===== src/rtl/mesi_tracker_pkg.sv =====
// Package: shared state encoding for the MESI line tracker.
// Assumes two bits per agent; the code values are visible on the top ports.
package mesi_tracker_pkg;
    typedef enum logic [1:0] {
        ST_I = 2'd0,
        ST_S = 2'd1,
        ST_E = 2'd2,
        ST_M = 2'd3
    } line_st_t;
endpackage


===== src/rtl/mesi_snoop_summary.sv =====
// Module: mesi_snoop_summary
// Condenses the states of every agent other than the requester into
// presence flags and the identity of a Modified owner.
// Assumes the coherence invariant holds, so at most one owner exists.
module mesi_snoop_summary
    import mesi_tracker_pkg::*;
#(
    parameter int N_AGENTS = 4,
    localparam int IDW = $clog2(N_AGENTS)
) (
    input  logic [2*N_AGENTS-1:0] cur_state,
    input  logic [IDW-1:0]        req_id,
    output line_st_t              req_state,
    output logic                  other_m,
    output logic                  other_e,
    output logic                  other_s,
    output logic [IDW-1:0]        owner_id
);
    logic [N_AGENTS-1:0] hit_m;
    logic [N_AGENTS-1:0] hit_e;
    logic [N_AGENTS-1:0] hit_s;

    // Per-agent snoop response, masked for the requester itself.
    for (genvar k = 0; k < N_AGENTS; k++) begin : g_snoop
        logic is_other;
        assign is_other = (req_id != IDW'(k));
        assign hit_m[k] = is_other && (line_st_t'(cur_state[2*k +: 2]) == ST_M);
        assign hit_e[k] = is_other && (line_st_t'(cur_state[2*k +: 2]) == ST_E);
        assign hit_s[k] = is_other && (line_st_t'(cur_state[2*k +: 2]) == ST_S);
    end

    assign other_m   = |hit_m;
    assign other_e   = |hit_e;
    assign other_s   = |hit_s;
    assign req_state = line_st_t'(cur_state[2*req_id +: 2]);

    // Encode the index of the Modified owner (zero when none).
    always_comb begin
        owner_id = '0;
        for (int k = 0; k < N_AGENTS; k++) begin
            if (hit_m[k]) owner_id = IDW'(k);
        end
    end
endmodule


===== src/rtl/mesi_next_state.sv =====
// Module: mesi_next_state
// Pure combinational transition logic: from the snoop summary and the
// request kind it derives each agent's next state, memory validity and
// the bus events. Assumes one serialized request at a time.
module mesi_next_state
    import mesi_tracker_pkg::*;
#(
    parameter int N_AGENTS = 4,
    localparam int IDW = $clog2(N_AGENTS)
) (
    input  logic [2*N_AGENTS-1:0] cur_state,
    input  logic                  cur_mem_valid,
    input  logic [IDW-1:0]        req_id,
    input  logic                  req_write,
    input  line_st_t              req_state,
    input  logic                  other_m,
    input  logic                  other_e,
    input  logic                  other_s,
    output logic [2*N_AGENTS-1:0] nxt_state,
    output logic                  nxt_mem_valid,
    output logic                  do_wb,
    output logic                  do_fill
);
    logic     miss;
    logic     kill_others;
    logic     share_others;
    line_st_t req_next;

    assign miss         = (req_state == ST_I);
    assign do_fill      = miss;
    assign do_wb        = miss && other_m;
    assign kill_others  = req_write;
    assign share_others = !req_write && miss;

    // Requester's own next state.
    always_comb begin
        if (req_write)
            req_next = ST_M;
        else if (miss)
            req_next = (other_m || other_e || other_s) ? ST_S : ST_E;
        else
            req_next = req_state;
    end

    // Memory copy: any write leaves it stale, a flush on a read refreshes it.
    always_comb begin
        if (req_write)
            nxt_mem_valid = 1'b0;
        else if (do_wb)
            nxt_mem_valid = 1'b1;
        else
            nxt_mem_valid = cur_mem_valid;
    end

    // Per-agent next state for requester and snoopers.
    for (genvar k = 0; k < N_AGENTS; k++) begin : g_next
        line_st_t now_st;
        line_st_t new_st;
        assign now_st = line_st_t'(cur_state[2*k +: 2]);
        always_comb begin
            if (req_id == IDW'(k))
                new_st = req_next;
            else if (kill_others)
                new_st = ST_I;
            else if (share_others && (now_st == ST_M || now_st == ST_E))
                new_st = ST_S;
            else
                new_st = now_st;
        end
        assign nxt_state[2*k +: 2] = new_st;
    end
endmodule


===== src/rtl/mesi_line_tracker.sv =====
// Module: mesi_line_tracker (top)
// Tracks MESI coherence of one line across N_AGENTS write-back caches and
// main memory. A request presented with req_valid is applied at the next
// rising edge; states and bus events are registered outputs.
// Assumes requests are serialized and req_id is below N_AGENTS.
module mesi_line_tracker
    import mesi_tracker_pkg::*;
#(
    parameter int N_AGENTS = 4,
    localparam int IDW = $clog2(N_AGENTS)
) (
    input  logic                  clk,
    input  logic                  rst_n,
    input  logic                  req_valid,
    input  logic [IDW-1:0]        req_id,
    input  logic                  req_write,
    output logic                  wb_valid,
    output logic [IDW-1:0]        wb_id,
    output logic                  fill_valid,
    output logic [2*N_AGENTS-1:0] line_state,
    output logic                  mem_valid
);
    line_st_t              req_state;
    logic                  other_m;
    logic                  other_e;
    logic                  other_s;
    logic [IDW-1:0]        owner_id;
    logic [2*N_AGENTS-1:0] nxt_state;
    logic                  nxt_mem_valid;
    logic                  do_wb;
    logic                  do_fill;

    mesi_snoop_summary #(.N_AGENTS(N_AGENTS)) u_snoop (
        .cur_state (line_state),
        .req_id    (req_id),
        .req_state (req_state),
        .other_m   (other_m),
        .other_e   (other_e),
        .other_s   (other_s),
        .owner_id  (owner_id)
    );

    mesi_next_state #(.N_AGENTS(N_AGENTS)) u_next (
        .cur_state     (line_state),
        .cur_mem_valid (mem_valid),
        .req_id        (req_id),
        .req_write     (req_write),
        .req_state     (req_state),
        .other_m       (other_m),
        .other_e       (other_e),
        .other_s       (other_s),
        .nxt_state     (nxt_state),
        .nxt_mem_valid (nxt_mem_valid),
        .do_wb         (do_wb),
        .do_fill       (do_fill)
    );

    // Coherence state and memory validity registers.
    always_ff @(posedge clk) begin
        if (!rst_n) begin
            line_state <= '0;
            mem_valid  <= 1'b1;
        end else if (req_valid) begin
            line_state <= nxt_state;
            mem_valid  <= nxt_mem_valid;
        end
    end

    // Bus event report registers, pulsed for one cycle per request.
    always_ff @(posedge clk) begin
        if (!rst_n) begin
            wb_valid   <= 1'b0;
            wb_id      <= '0;
            fill_valid <= 1'b0;
        end else begin
            wb_valid   <= req_valid && do_wb;
            wb_id      <= owner_id;
            fill_valid <= req_valid && do_fill;
        end
    end
endmodule


===== config.mk =====
export PLATFORM = sky130hd
export DESIGN_NAME = mesi_line_tracker
export DESIGN_NICKNAME = d
export VERILOG_FILES = /design/src/rtl/mesi_tracker_pkg.sv /design/src/rtl/mesi_snoop_summary.sv /design/src/rtl/mesi_next_state.sv /design/src/rtl/mesi_line_tracker.sv
export SDC_FILE = /design/constraint.sdc
export NUM_CORES = 1
export LEC_CHECK = 0
export BUFFER_PORTS_ARGS = -buffer_cell sky130_fd_sc_hd__buf_2
export CORE_ASPECT_RATIO = 1.2
export CORE_MARGIN = 2
export CORE_UTILIZATION = 53
export CTS_CLUSTER_SIZE = 24
export DETAILED_ROUTE_END_ITERATION = 6
export PLACE_DENSITY = 0.78
export SLEW_MARGIN = 10
export SYNTH_ARGS = -nofsm -noshare
export SYNTH_HDL_FRONTEND = slang
export SYNTH_SLANG_ARGS = --single-unit
export TNS_END_PERCENT = 50

===== constraint.sdc =====
create_clock -name clk -period 2.1 [get_ports clk]
set_input_delay 0.105 -clock clk [delete_from_list [all_inputs] [get_ports clk]]
set_output_delay 0.105 -clock clk [all_outputs]
set_load 0.05 [all_outputs]

=== Yosys cells after proc, flatten, opt, wreduce, memory -nomap -nowiden ===
Index checks and enable logic that the tools add are counted.

* Equal/unequal tests: 18
* Shifts and indexed selects: 1
* Reductions and logical operators: 43
* Multiplexer cells: 20

{| class="wikitable"
|+ Operator list
! kind !! count
|-
| $mux W2 || 17
|-
| $eq A2 B2 Y1 const B || 10
|-
| $logic_and A1 B1 Y1 || 20
|-
| $reduce_bool A3 Y1 || 4
|-
| $reduce_or A4 Y1 || 3
|-
| $eq A2 B1 Y1 const B || 5
|-
| $reduce_and A2 Y1 || 5
|-
| $shiftx A8 B4 Y2 || 1
|-
| $logic_or A1 B1 Y1 || 6
|-
| $logic_not A2 Y1 || 2
|-
| $ne A2 B2 Y1 const B || 2
|-
| $reduce_bool A2 Y1 || 2
|-
| $mux W1 || 3
|-
| $ne A2 B1 Y1 const B || 1
|-
| $logic_not A1 Y1 || 1
|}

* Logic and storage cells: 90
* Output and inout bits: 13
* Bits of input ports: 6
* Flip-flop bits (word level): 13

=== Depth between registers and ports, before layout ===
Gate-level depths: netlist of run 1.

* Depth in word-level cells: 9
* Depth in mapped cells: 7
* Gate-level depth less buffers: 5

=== Hierarchy ===
Synthesis of run 1 repeated with hierarchy kept, for this count alone.

* Cells, all modules: 107
* Area, all modules: 935.9 um2

{| class="wikitable"
|+ By module, submodules not included
! module !! cells each !! sequential area each (um2) !! area each (um2) !! times used
|-
| mesi_line_tracker || 37 || 260.2 || 446.7 || 1
|-
| mesi_snoop_summary || 37 || 0.0 || 271.5 || 1
|-
| mesi_next_state || 33 || 0.0 || 217.7 || 1
|}

=== Worst setup path before layout of run 1 ===
OpenSTA, ideal clock, no wires.

* Path type: register to register
* From: register line_state[5]
* To: register line_state[2]
* Library setup time: 0.126 ns
* Path buffers: 1
* Period minus slack after synthesis: 2.010 ns
* Arrival: 1.883 ns
* Stages on the path, launching flop included: 7
* Setup slack: 0.090 ns
* Cell sequence: dfxtp_1 -> buf_2 -> nand2b_1 -> o22ai_1 -> a222oi_1 -> a21o_2 -> a211oi_1

* Cells in the longest elaborated chain, start to end: 9

{| class="wikitable"
|+ Ends and longest elaborated chain
! element !! line !! source
|-
| start: declaration || mesi_line_tracker.sv:20 || <nowiki>output logic [2*N_AGENTS-1:0] line_state,</nowiki>
|-
| start signal: assignment || mesi_line_tracker.sv:64 || <nowiki>line_state <= nxt_state;</nowiki>
|-
| $eq A2 B2 Y1, on equally long branches || mesi_snoop_summary.sv:27, mesi_snoop_summary.sv:28 ||
|-
| $logic_and A1 B1 Y1, on equally long branches || mesi_snoop_summary.sv:27, mesi_snoop_summary.sv:28 ||
|-
| $reduce_or A4 Y1, on equally long branches || mesi_snoop_summary.sv:32, mesi_snoop_summary.sv:33 ||
|-
| $logic_or A1 B1 Y1 (2 in series) || mesi_next_state.sv:40 || <nowiki>req_next = (other_m || other_e || other_s) ? ST_S : ST_E;</nowiki>
|-
| $mux W2 || mesi_next_state.sv:40 ||
|-
| $mux W2 || mesi_next_state.sv:39 || <nowiki>else if (miss)</nowiki>
|-
| $mux W2 || mesi_next_state.sv:37 || <nowiki>if (req_write)</nowiki>
|-
| $mux W2 || mesi_next_state.sv:61 || <nowiki>if (req_id == IDW'(k))</nowiki>
|}

Parallel ways exist; a longest one is shown, timed or not.
A chain may end at the register's enable or synchronous reset.

=== Worst setup path in the final report of run 1 ===
* From: register line_state[4]
* To: register line_state[4]

* Cells in the longest elaborated chain, start to end: 9

{| class="wikitable"
|+ Ends and longest elaborated chain
! element !! line
|-
| $eq A2 B2 Y1, on equally long branches || mesi_snoop_summary.sv:27, mesi_next_state.sv:65, mesi_snoop_summary.sv:28
|-
| $logic_and A1 B1 Y1, on equally long branches || mesi_snoop_summary.sv:27, mesi_snoop_summary.sv:28
|-
| $reduce_or A4 Y1, on equally long branches || mesi_snoop_summary.sv:32, mesi_snoop_summary.sv:33
|-
| $logic_or A1 B1 Y1 (2 in series) || mesi_next_state.sv:40
|-
| $mux W2 || mesi_next_state.sv:40
|-
| $mux W2 || mesi_next_state.sv:39
|-
| $mux W2 || mesi_next_state.sv:37
|-
| $mux W2 || mesi_next_state.sv:61
|}

Parallel ways exist; a longest one is shown, timed or not.

==> results.yml, run 1 <==
job:
  maxCapViolCount: 0
placed_design:
  place_hpwl_mm: 1.71
  gp_congestion: 0.909
  placedCellCount: 142
  port_buffers: 18
min_path:
  hp-class: "input port to flop"
routing:
  first_pass_iters: 5
  top_layer_used: "met4"
  vias: 950
  drt.antenna.violating_nets: 0
  wl_per_cell_um: 16.9
  drtIter0Drc: 62
  drc: 0
  wl_met3_um: 202
  met1_length_mm: 1.07
  wl_mm: 2.46
  met2RoutedLength_mm: 1.08
  via_per_inst: 6.51
logic_synthesis:
  synth_area_per_cell_um2: 8.17
  yosys_warnings: 0
  postSynthCellCount: 112
  syn_nets: 118
  ys_seq_area_share_pct: 28.5
  synth-async-reset-ratio_pct: 0
  netlist_area_um2: 915
  yosysUniqueCellTypes: 41
  synth_edf_count: 0
  ys.flop_type: "dfxtp_1"
  synth-seq-cells: 13
clocking:
  ctsHtreeMaxLevel: 1
  clock-sinks: 13
  clock_tree.buffer_depth: 2
  ctsResizeCount: 0
  cts_root_buf: "clkbuf_4"
  cts_tree: "yes"
  path_clk_slew_ps: 90
  postCtsSetupBuffers: 0
  worstSkewPairLatency_ps: 290
  cts_buffers: 3
  postCtsHoldBufs: 0
sta:
  drv_slew: 0
  max_freq_mhz: 540
  hold_viol: 0
  skew_ps: 6.00
  min_period_ps: 1850
  finalCritPeriodShare_pct: 88.1
  tns_ps: 0
  rsz0062_at_grt: "false"
  whs_ps: 105
  setup_viol: 0
  worst_slew_pin_slew_ps: 449
  relSlewSlack_pct: 70.1
worst_setup_path:
  cp_max_fo: 9
  critPathTopFamily: "multiplexers"
  path_common_cell: "a211oi_1"
  worst-path-buf-inv: 0
  critPathKind: "flop to flop"
  critPathSlowestCell: "mux4_1"
  crit_arrival_ps: 2060
  critical_path.cell_chain: "mux4_1, nand2b_2, nor2_4, a211oi_1, a211oi_1"
  max_stage_delay_ps: 580
  crit_path_end_kind: "flop"
  required_ps: 2310
  cp-start-kind: "flop"
power_and_ir_drop:
  peakVddDrop_uv: 656
  p_per_area_mw_per_mm2: 700
  cellLeakagePower_nw: 0.405
  p_total_mw: 0.710
die:
  initial_utilization_pct: 56.4
  fp.dieH_um: 49.5
  num_rows: 16
  pin_count: 19
  chipWidth_um: 41.9
  core_region_area_mm2: 0.00162
  die_area_mm2: 0.00208
global_routing:
  grt.overflow.total: 0
  grt_pass1_wl_mm: 3.91
  grt_max_degree: 15
  antenna_found_initial: 0
  grt_pass1_vias: 825
  grt.total_usage_pct: 25.2
layout:
  synthToLayoutAreaGrowth_pct: 10.9
  multi_input_area_um2: 592
  nFillCells: 146
  drive_above_1_share_pct: 27.3
  final_util_pct: 62.6
  stdcell_count: 146
  n_antenna_cell: 0
  finish.net_count: 135
  register_area_um2: 260
outcome:
  status: "finished, final reports clean"
==> layer usage <==
layer / track usage [%] / vias to the layer above
met4: 17.2 / 0
met3: 7.33 / 12
met1: 32.2 / 422
met5: 0 / -
li1: - / 452
met2: 36.2 / 64
==> worst reg2reg max path: stages, from the launching register on <==
cell      delay, ps
dfxtp_1         410
mux4_1          590
nand2b_2        270
nor2_4          190
a211oi_1        100
a211oi_1        210
==> cells in the mapped netlist (2+ instances only) <==
cell type   n  area (um^2)
inv_1       2         7.51
and2_1      2         12.5
nor2b_2     2         17.5
buf_6       3         33.8
nor3_1      2         10.0
nand2b_1    2         12.5
nor2_1      4         15.0
a31oi_1     2         12.5
o21a_1      4         30.0
a41oi_1     2         17.5
o21ai_1     5         25.0
nand4_1     2         12.5
or2b_2      2         17.5
buf_2       2         10.0
nor2_4      2         22.5
o22ai_1     2         12.5
o21ai_0    12         60.1
clkbuf_1    3         11.3
nand2_1    11         41.3
a21oi_1     4         20.0
dfxtp_1    13          260
a211oi_1    8         60.1
nand3_1     2         10.0
xnor2_1     2         17.5
==> metrics by stage <==
step	cell area (um^2)	setup WS (ps)
after floorplan	915	90.4
after global placement	987	339
after detailed placement	987	275
after CTS	1010	278
after global routing	1010	167
final	1010	250
==> report_power, final <==
part           total, mW  switching, mW  internal (mW)  leakage, nW
Sequential         0.290         0.0261          0.264        0.107
Combinational      0.255          0.169         0.0862        0.281
Clock              0.165         0.0942         0.0710       0.0177
Total              0.710          0.289          0.421        0.405
==> final cells by class <==
| class | count | share of cell area (%) |
|---|---|---|
| well taps | 18 | 2.22 |
| flip-flops and latches | 13 | 25.6 |
| inverters | 2 | 0.740 |
| multi-input cells | 89 | 58.3 |
| repair buffers | 20 | 10.4 |
| clock buffers | 3 | 2.22 |
| clock inverters | 1 | 0.493 |
==> sequential cells by signal, indices dropped and copies added (netlist names) <==
register / flops
wb_valid: 1
line_state: 8
mem_valid: 1
fill_valid: 1
wb_id: 2
==> cells by family after synthesis <==
family	share of synthesized area, %
AOI/OAI and AO/OA	30.5
buffers and inverters	6.84
and+or+nand+nor	25.9
DFF	28.5
xor gates and xnor gates	1.92
muxes	6.43
==> cell usage in the layout (no fill, tap or decap), types with 2 or more instances in the layout <==
master / n
a211oi_1: 8
o22ai_1: 2
clkbuf_4: 3
o21a_1: 4
a31oi_1: 2
a21oi_1: 4
buf_2: 18
nor2_1: 4
nor2_4: 2
or2b_2: 2
xnor2_1: 2
a41oi_1: 2
inv_1: 2
o21ai_0: 12
nor2b_2: 2
nand2_1: 11
buf_4: 2
nand3_1: 2
and2_1: 2
nand4_1: 2
o21ai_1: 5
dfxtp_1: 13
nand2b_1: 2
nor3_1: 2
==> worst paths after layout <==
path | cells past startpoint | slack (ps) | startpoint | endpoint
max | 5 | 250 | line_state[4] | line_state[4]
min reg2reg | 2 | 520 | mem_valid | mem_valid
max reg2reg | 5 | 250 | line_state[4] | line_state[4]
min | 2 | 110 | rst_n | mem_valid
No activity file was read; power rests on OpenSTA's default activity.
==> inputs of run 2 (changes only) <==
--- a/config.mk
+++ b/config.mk
@@ -6,13 +6,11 @@
 export NUM_CORES = 1
 export LEC_CHECK = 0
 export BUFFER_PORTS_ARGS = -buffer_cell sky130_fd_sc_hd__buf_2
-export CORE_ASPECT_RATIO = 1.2
 export CORE_MARGIN = 2
 export CORE_UTILIZATION = 53
 export CTS_CLUSTER_SIZE = 24
 export DETAILED_ROUTE_END_ITERATION = 6
 export PLACE_DENSITY = 0.78
-export SLEW_MARGIN = 10
 export SYNTH_ARGS = -nofsm -noshare
 export SYNTH_HDL_FRONTEND = slang
 export SYNTH_SLANG_ARGS = --single-unit
==> results.yml, run 2 (synthesized netlist as in run 1, its figures left out) <==
routing:
  drt.antenna.violating_nets: 0
  wl_mm: 2.43
  drc: 0
  drtIter0Drc: 75
  vias: 942
  first_pass_iters: 4
  wl_per_cell_um: 16.6
  via_per_inst: 6.45
worst_setup_path:
  rr_endpoint: "line_state[6]"
  cp-start-kind: "flop"
  critPathKind: "flop to flop"
  worstReg2RegStart: "line_state[4]"
  crit_path_end_kind: "flop"
  cp_max_fo: 9
  crit_start: "line_state[4]"
  rrSetupSlack_ps: 220
  required_ps: 2290
  crit_arrival_ps: 2080
  reg2reg_depth: 5
die:
  chipWidth_um: 45.5
  core_region_area_mm2: 0.00167
  pin_count: 19
  fp.dieH_um: 45.5
  initial_utilization_pct: 54.8
  num_rows: 15
  die_area_mm2: 0.00207
job:
  maxCapViolCount: 0
layout:
  layout_common_cells: "buf_2, dfxtp_1, o21ai_0"
  drive_above_1_share_pct: 27.9
  largest_registers: "line_state (8), wb_id (2)"
  largest_reg_flops: 8
  n_antenna_cell: 0
  synthToLayoutAreaGrowth_pct: 11.6
  top_register: "line_state"
  final_util_pct: 61.1
  layout.cells.most_common: "buf_2"
  nFillCells: 163
  finish.net_count: 136
global_routing:
  busiest_layer: "met2"
  grt.overflow.total: 0
  grt_max_degree: 15
  gr-usage-met3_pct: 7.54
  grt_pass1_wl_mm: 3.72
  grt.total_usage_pct: 24.8
  antenna_found_initial: 0
  use_met1_pct: 32.3
  grt.met2_usage_pct: 39.4
  grt_pass1_vias: 827
clocking:
  path_clk_slew_ps: 90
  worstSkewPairLatency_ps: 280
  cts_tree: "yes"
  cts_buffers: 3
  cts_root_buf: "clkbuf_4"
  clock-sinks: 13
  ctsHtreeMaxLevel: 1
  ctsResizeCount: 0
  postCtsSetupBuffers: 0
  clock_tree.buffer_depth: 2
  postCtsHoldBufs: 0
power_and_ir_drop:
  cellLeakagePower_nw: 0.411
  swShare_pct: 40.4
  power.switching_mw: 0.286
  peakVddDrop_uv: 451
  clkPwrFrac_pct: 23.2
  seq_power_share_pct: 41.1
  pwr-share-comb_pct: 35.7
  intPower_mw: 0.422
  p_per_area_mw_per_mm2: 693
sta:
  tns_ps: 0
  finalCritPeriodShare_pct: 89.6
  setup_viol: 0
  worst_slack_ps: 218
  rsz0062_at_grt: "false"
  hold_viol: 0
  min_period_ps: 1880
  max_freq_mhz: 531
  relSlewSlack_pct: 70.0
  skew_ps: 2.43
  drv_slew: 0
  worst_slew_pin_slew_ps: 450
placed_design:
  gp_congestion: 0.886
  place_ws_ps: 273
  port_buffers: 18
  place_hpwl_mm: 1.74
min_path:
  hold_path_end: "mem_valid"
  hold-path-cell-count: 2
  hp-start: "rst_n"
  hp-class: "input port to flop"
outcome:
  status: "finished, final reports clean"
-- run 2: per-layer routing --
| layer | up-vias | wire, um |
|---|---|---|
| met5 | - | 0 |
| met4 | 0 | 39 |
| met3 | 8 | 219 |
| met2 | 50 | 1160 |
| met1 | 433 | 1020 |
| li1 | 451 | - |
-- run 2: worst max path at each step --
stage / endpoint / slack (ps) / cells past startpoint
floorplan: line_state[2] / 90 / 6
global placement: line_state[4] / 290 / 6
detailed placement: line_state[6] / 270 / 6
CTS: line_state[6] / 240 / 5
global route: line_state[2] / 170 / 5
finish: line_state[6] / 220 / 5
-- run 2: critical path: stages, from the launching register on --
cell and delay [ps]:
dfxtp_1 420, mux4_1 570, nand2b_2 270, nor2_4 180, a211oi_1 100, a211oi_1 250
-- run 2: through the flow --
stage	power (mW)	instance area (um^2)	hold WS [ps]	instances
floorplan	0.483	915	241	112
global placement	0.538	993	398	142
detailed placement	0.544	993	401	142
CTS	0.705	1020	103	146
global route	0.738	1020	117	146
finish	0.708	1020	107	146
-- run 2: area by class of cell --
class	count	area, um^2	area share, %
repair buffers	21	113	11.0
multi-input cells	89	592	58.0
well taps	17	21.3	2.08
flip-flops and latches	13	260	25.5
inverters	2	7.51	0.735
clock buffers	3	22.5	2.21
clock inverters	1	5.00	0.490
-- run 2: power groups by stage --
stage	registers (mW)	clock network, mW	logic [mW]
after floorplan	0.347	0	0.136
after global placement	0.294	0	0.245
after detailed placement	0.296	0	0.249
after CTS	0.290	0.165	0.250
after global routing	0.292	0.176	0.269
final	0.291	0.164	0.253
==> inputs of run 3 (changes only) <==
--- a/config.mk
+++ b/config.mk
@@ -5,13 +5,15 @@
 export SDC_FILE = /design/constraint.sdc
 export NUM_CORES = 1
 export LEC_CHECK = 0
+export ABC_AREA = 1
 export BUFFER_PORTS_ARGS = -buffer_cell sky130_fd_sc_hd__buf_2
 export CORE_MARGIN = 2
-export CORE_UTILIZATION = 53
+export CORE_UTILIZATION = 54
 export CTS_CLUSTER_SIZE = 24
 export DETAILED_ROUTE_END_ITERATION = 6
 export PLACE_DENSITY = 0.78
 export SYNTH_ARGS = -nofsm -noshare
 export SYNTH_HDL_FRONTEND = slang
+export SYNTH_HIERARCHICAL = 1
 export SYNTH_SLANG_ARGS = --single-unit
 export TNS_END_PERCENT = 50
==> results.yml, run 3 <==
layout:
  finish.net_count: 211
  largest_registers: "line_state (8), wb_id (2)"
  synthToLayoutAreaGrowth_pct: 11.7
  top_register: "line_state"
  final_util_pct: 64.4
  stdcell_count: 229
  largest_reg_flops: 8
  drive_above_1_share_pct: 17.6
  n_antenna_cell: 0
  layout_common_cells: "nand2_1, inv_1, nor2_1"
  layout.cells.most_common: "nand2_1"
sta:
  setup_viol: 0
  max_freq_mhz: 591
  hold_viol: 0
  rsz0062_at_grt: "false"
  whs_ps: 109
  min_period_ps: 1690
  skew_ps: 7.56
  worst_slew_pin_slew_ps: 325
  finalCritPeriodShare_pct: 80.5
  tns_ps: 0
  drv_slew: 0
  relSlewSlack_pct: 78.3
min_path:
  hold-path-cell-count: 4
  hold_path_end: "mem_valid"
  hp-class: "input port to flop"
  hp-start: "req_write"
clocking:
  cts_root_buf: "clkbuf_4"
  cts_tree: "yes"
  worstSkewPairLatency_ps: 280
  ctsHtreeMaxLevel: 1
  clock_tree.buffer_depth: 2
  postCtsSetupBuffers: 0
  ctsResizeCount: 0
  path_clk_slew_ps: 80
  cts_buffers: 3
  postCtsHoldBufs: 0
  clock-sinks: 13
global_routing:
  antenna_found_initial: 0
  grt_pass1_vias: 820
  grt_max_degree: 21
  grt.total_usage_pct: 21.5
  grt.overflow.total: 0
  grt_pass1_wl_mm: 3.37
logic_synthesis:
  ys.flop_type: "dfxtp_1"
  netlist_area_mm2: 0.00101
  synth_top_area_share_pct: 26.1
  synthTopCellsByArea: "nand2_1, dfxtp_1, inv_1"
  yosys_warnings: 6
  synth-seq-cells: 13
  synth_edf_count: 0
  syn_nets: 191
  synth_area_per_cell_um2: 5.44
  yosys.area.top_type: "nand2_1"
  synth-async-reset-ratio_pct: 0
  ys_seq_area_share_pct: 25.8
  yosysUniqueCellTypes: 18
  yosys.cell_count.top_type: "nand2_1"
  synth_commonest_cells: "nand2_1, inv_1, nor2_1"
  postSynthCellCount: 185
power_and_ir_drop:
  p_per_area_mw_per_mm2: 602
  peakVddDrop_uv: 370
  cellLeakagePower_nw: 0.700
routing:
  drt.antenna.violating_nets: 0
  wl_mm: 2.11
  drtIter0Drc: 29
  vias: 1067
  wl_per_cell_um: 9.19
  via_per_inst: 4.66
  drc: 0
  first_pass_iters: 4
worst_setup_path:
  max_stage_delay_ps: 450
  required_ps: 2280
  crit_path_end_kind: "flop"
  rr_endpoint: "line_state[6]"
  cp_max_fo: 7
  critPathSlowestCell: "dfxtp_1"
  worstReg2RegStart: "line_state[1]"
  critical_path.cell_chain: "inv_1, o21ai_0, nand2_1, nand2_1, inv_2, or2_0, nand2_1, nand2_2, nand2_1, nand2_1, inv_1, nand2_1, nand2_1, nor2_2"
  reg2reg_depth: 14
  crit_arrival_ps: 1870
  critPathKind: "flop to flop"
  cp-start-kind: "flop"
  path_common_cell: "nand2_1"
  rrSetupSlack_ps: 410
outcome:
  status: "finished, final reports clean"
placed_design:
  port_buffers: 18
  placedCellCount: 225
  place_hpwl_mm: 1.54
  gp_congestion: 0.878
die:
  chipWidth_um: 47.2
  num_rows: 15
  die_area_mm2: 0.00223
  fp.dieH_um: 47.2
  initial_utilization_pct: 57.7
  core_region_area_mm2: 0.00175
  pin_count: 19
job:
  maxCapViolCount: 0
## run 3: cell count changes after synthesis, sizes merged, moves of 8 or more
cell	previous run	this run
nand3	2	10
a211oi	8	0
o21ai	17	2
nand2	12	71
inv	2	36
nor2	6	38
## run 3: power breakdown
group	switching (mW)	internal, mW	leakage (nW)
Sequential	0.0219	0.262	0.107
Combinational	0.165	0.0702	0.578
Clock	0.0851	0.0738	0.0150
Total	0.272	0.406	0.700
## run 3: cell type report
type / count / area, um^2
clock buffers: 4 / 26.3
fillers: 171 / 621
multi-input cells: 132 / 578
flip-flops and latches: 13 / 260
inverters: 37 / 139
well taps: 25 / 31.3
repair buffers: 18 / 90.1
## run 3: kinds of logic (layout without fill, tap and decap cells)
| kind of cell | count (synthesis) | in the layout | synth area share, % |
|---|---|---|---|
| AOI/OAI and AO/OA | 8 | 8 | 5.47 |
| buffers and inverters | 40 | 59 | 16.8 |
| DFF | 13 | 13 | 25.8 |
| and+or+nand+nor | 124 | 124 | 51.9 |
## run 3: worst max path at each step
stage             startpoint       endpoint  slack, ps  depth (start not counted)
2_1_floorplan  line_state[1]  line_state[4]        240                         14
3_3_place_gp   line_state[1]  line_state[0]        430                         14
3_5_place_dp   line_state[1]  line_state[0]        420                         14
4_1_cts        line_state[1]  line_state[6]        410                         14
5_1_grt        line_state[1]  line_state[0]        240                         14
6_report       line_state[1]  line_state[6]        410                         14
## run 3: metrics by stage
stage                     power, mW  setup WS, ps  area, um^2
after floorplan               0.477           238        1010
after global placement        0.519           434        1100
after detailed placement      0.523           419        1100
after CTS                     0.681           410        1120
after global routing          0.722           242        1120
final                         0.677           409        1120
## run 3: critical path: cells and delay by family, from the launching register on
family | cells | cell delay (ps)
and+or+nand+nor | 10 | 820
DFF | 1 | 450
buffers and inverters | 3 | 190
AOI/OAI and AO/OA | 1 | 150
## run 3: layer usage
layer	track usage, %	up-vias	wire length [um]
met5	0	-	0
met4	7.22	0	17
met3	6.92	4	112
met2	34.0	30	960
met1	27.7	446	1020
li1	-	587	-
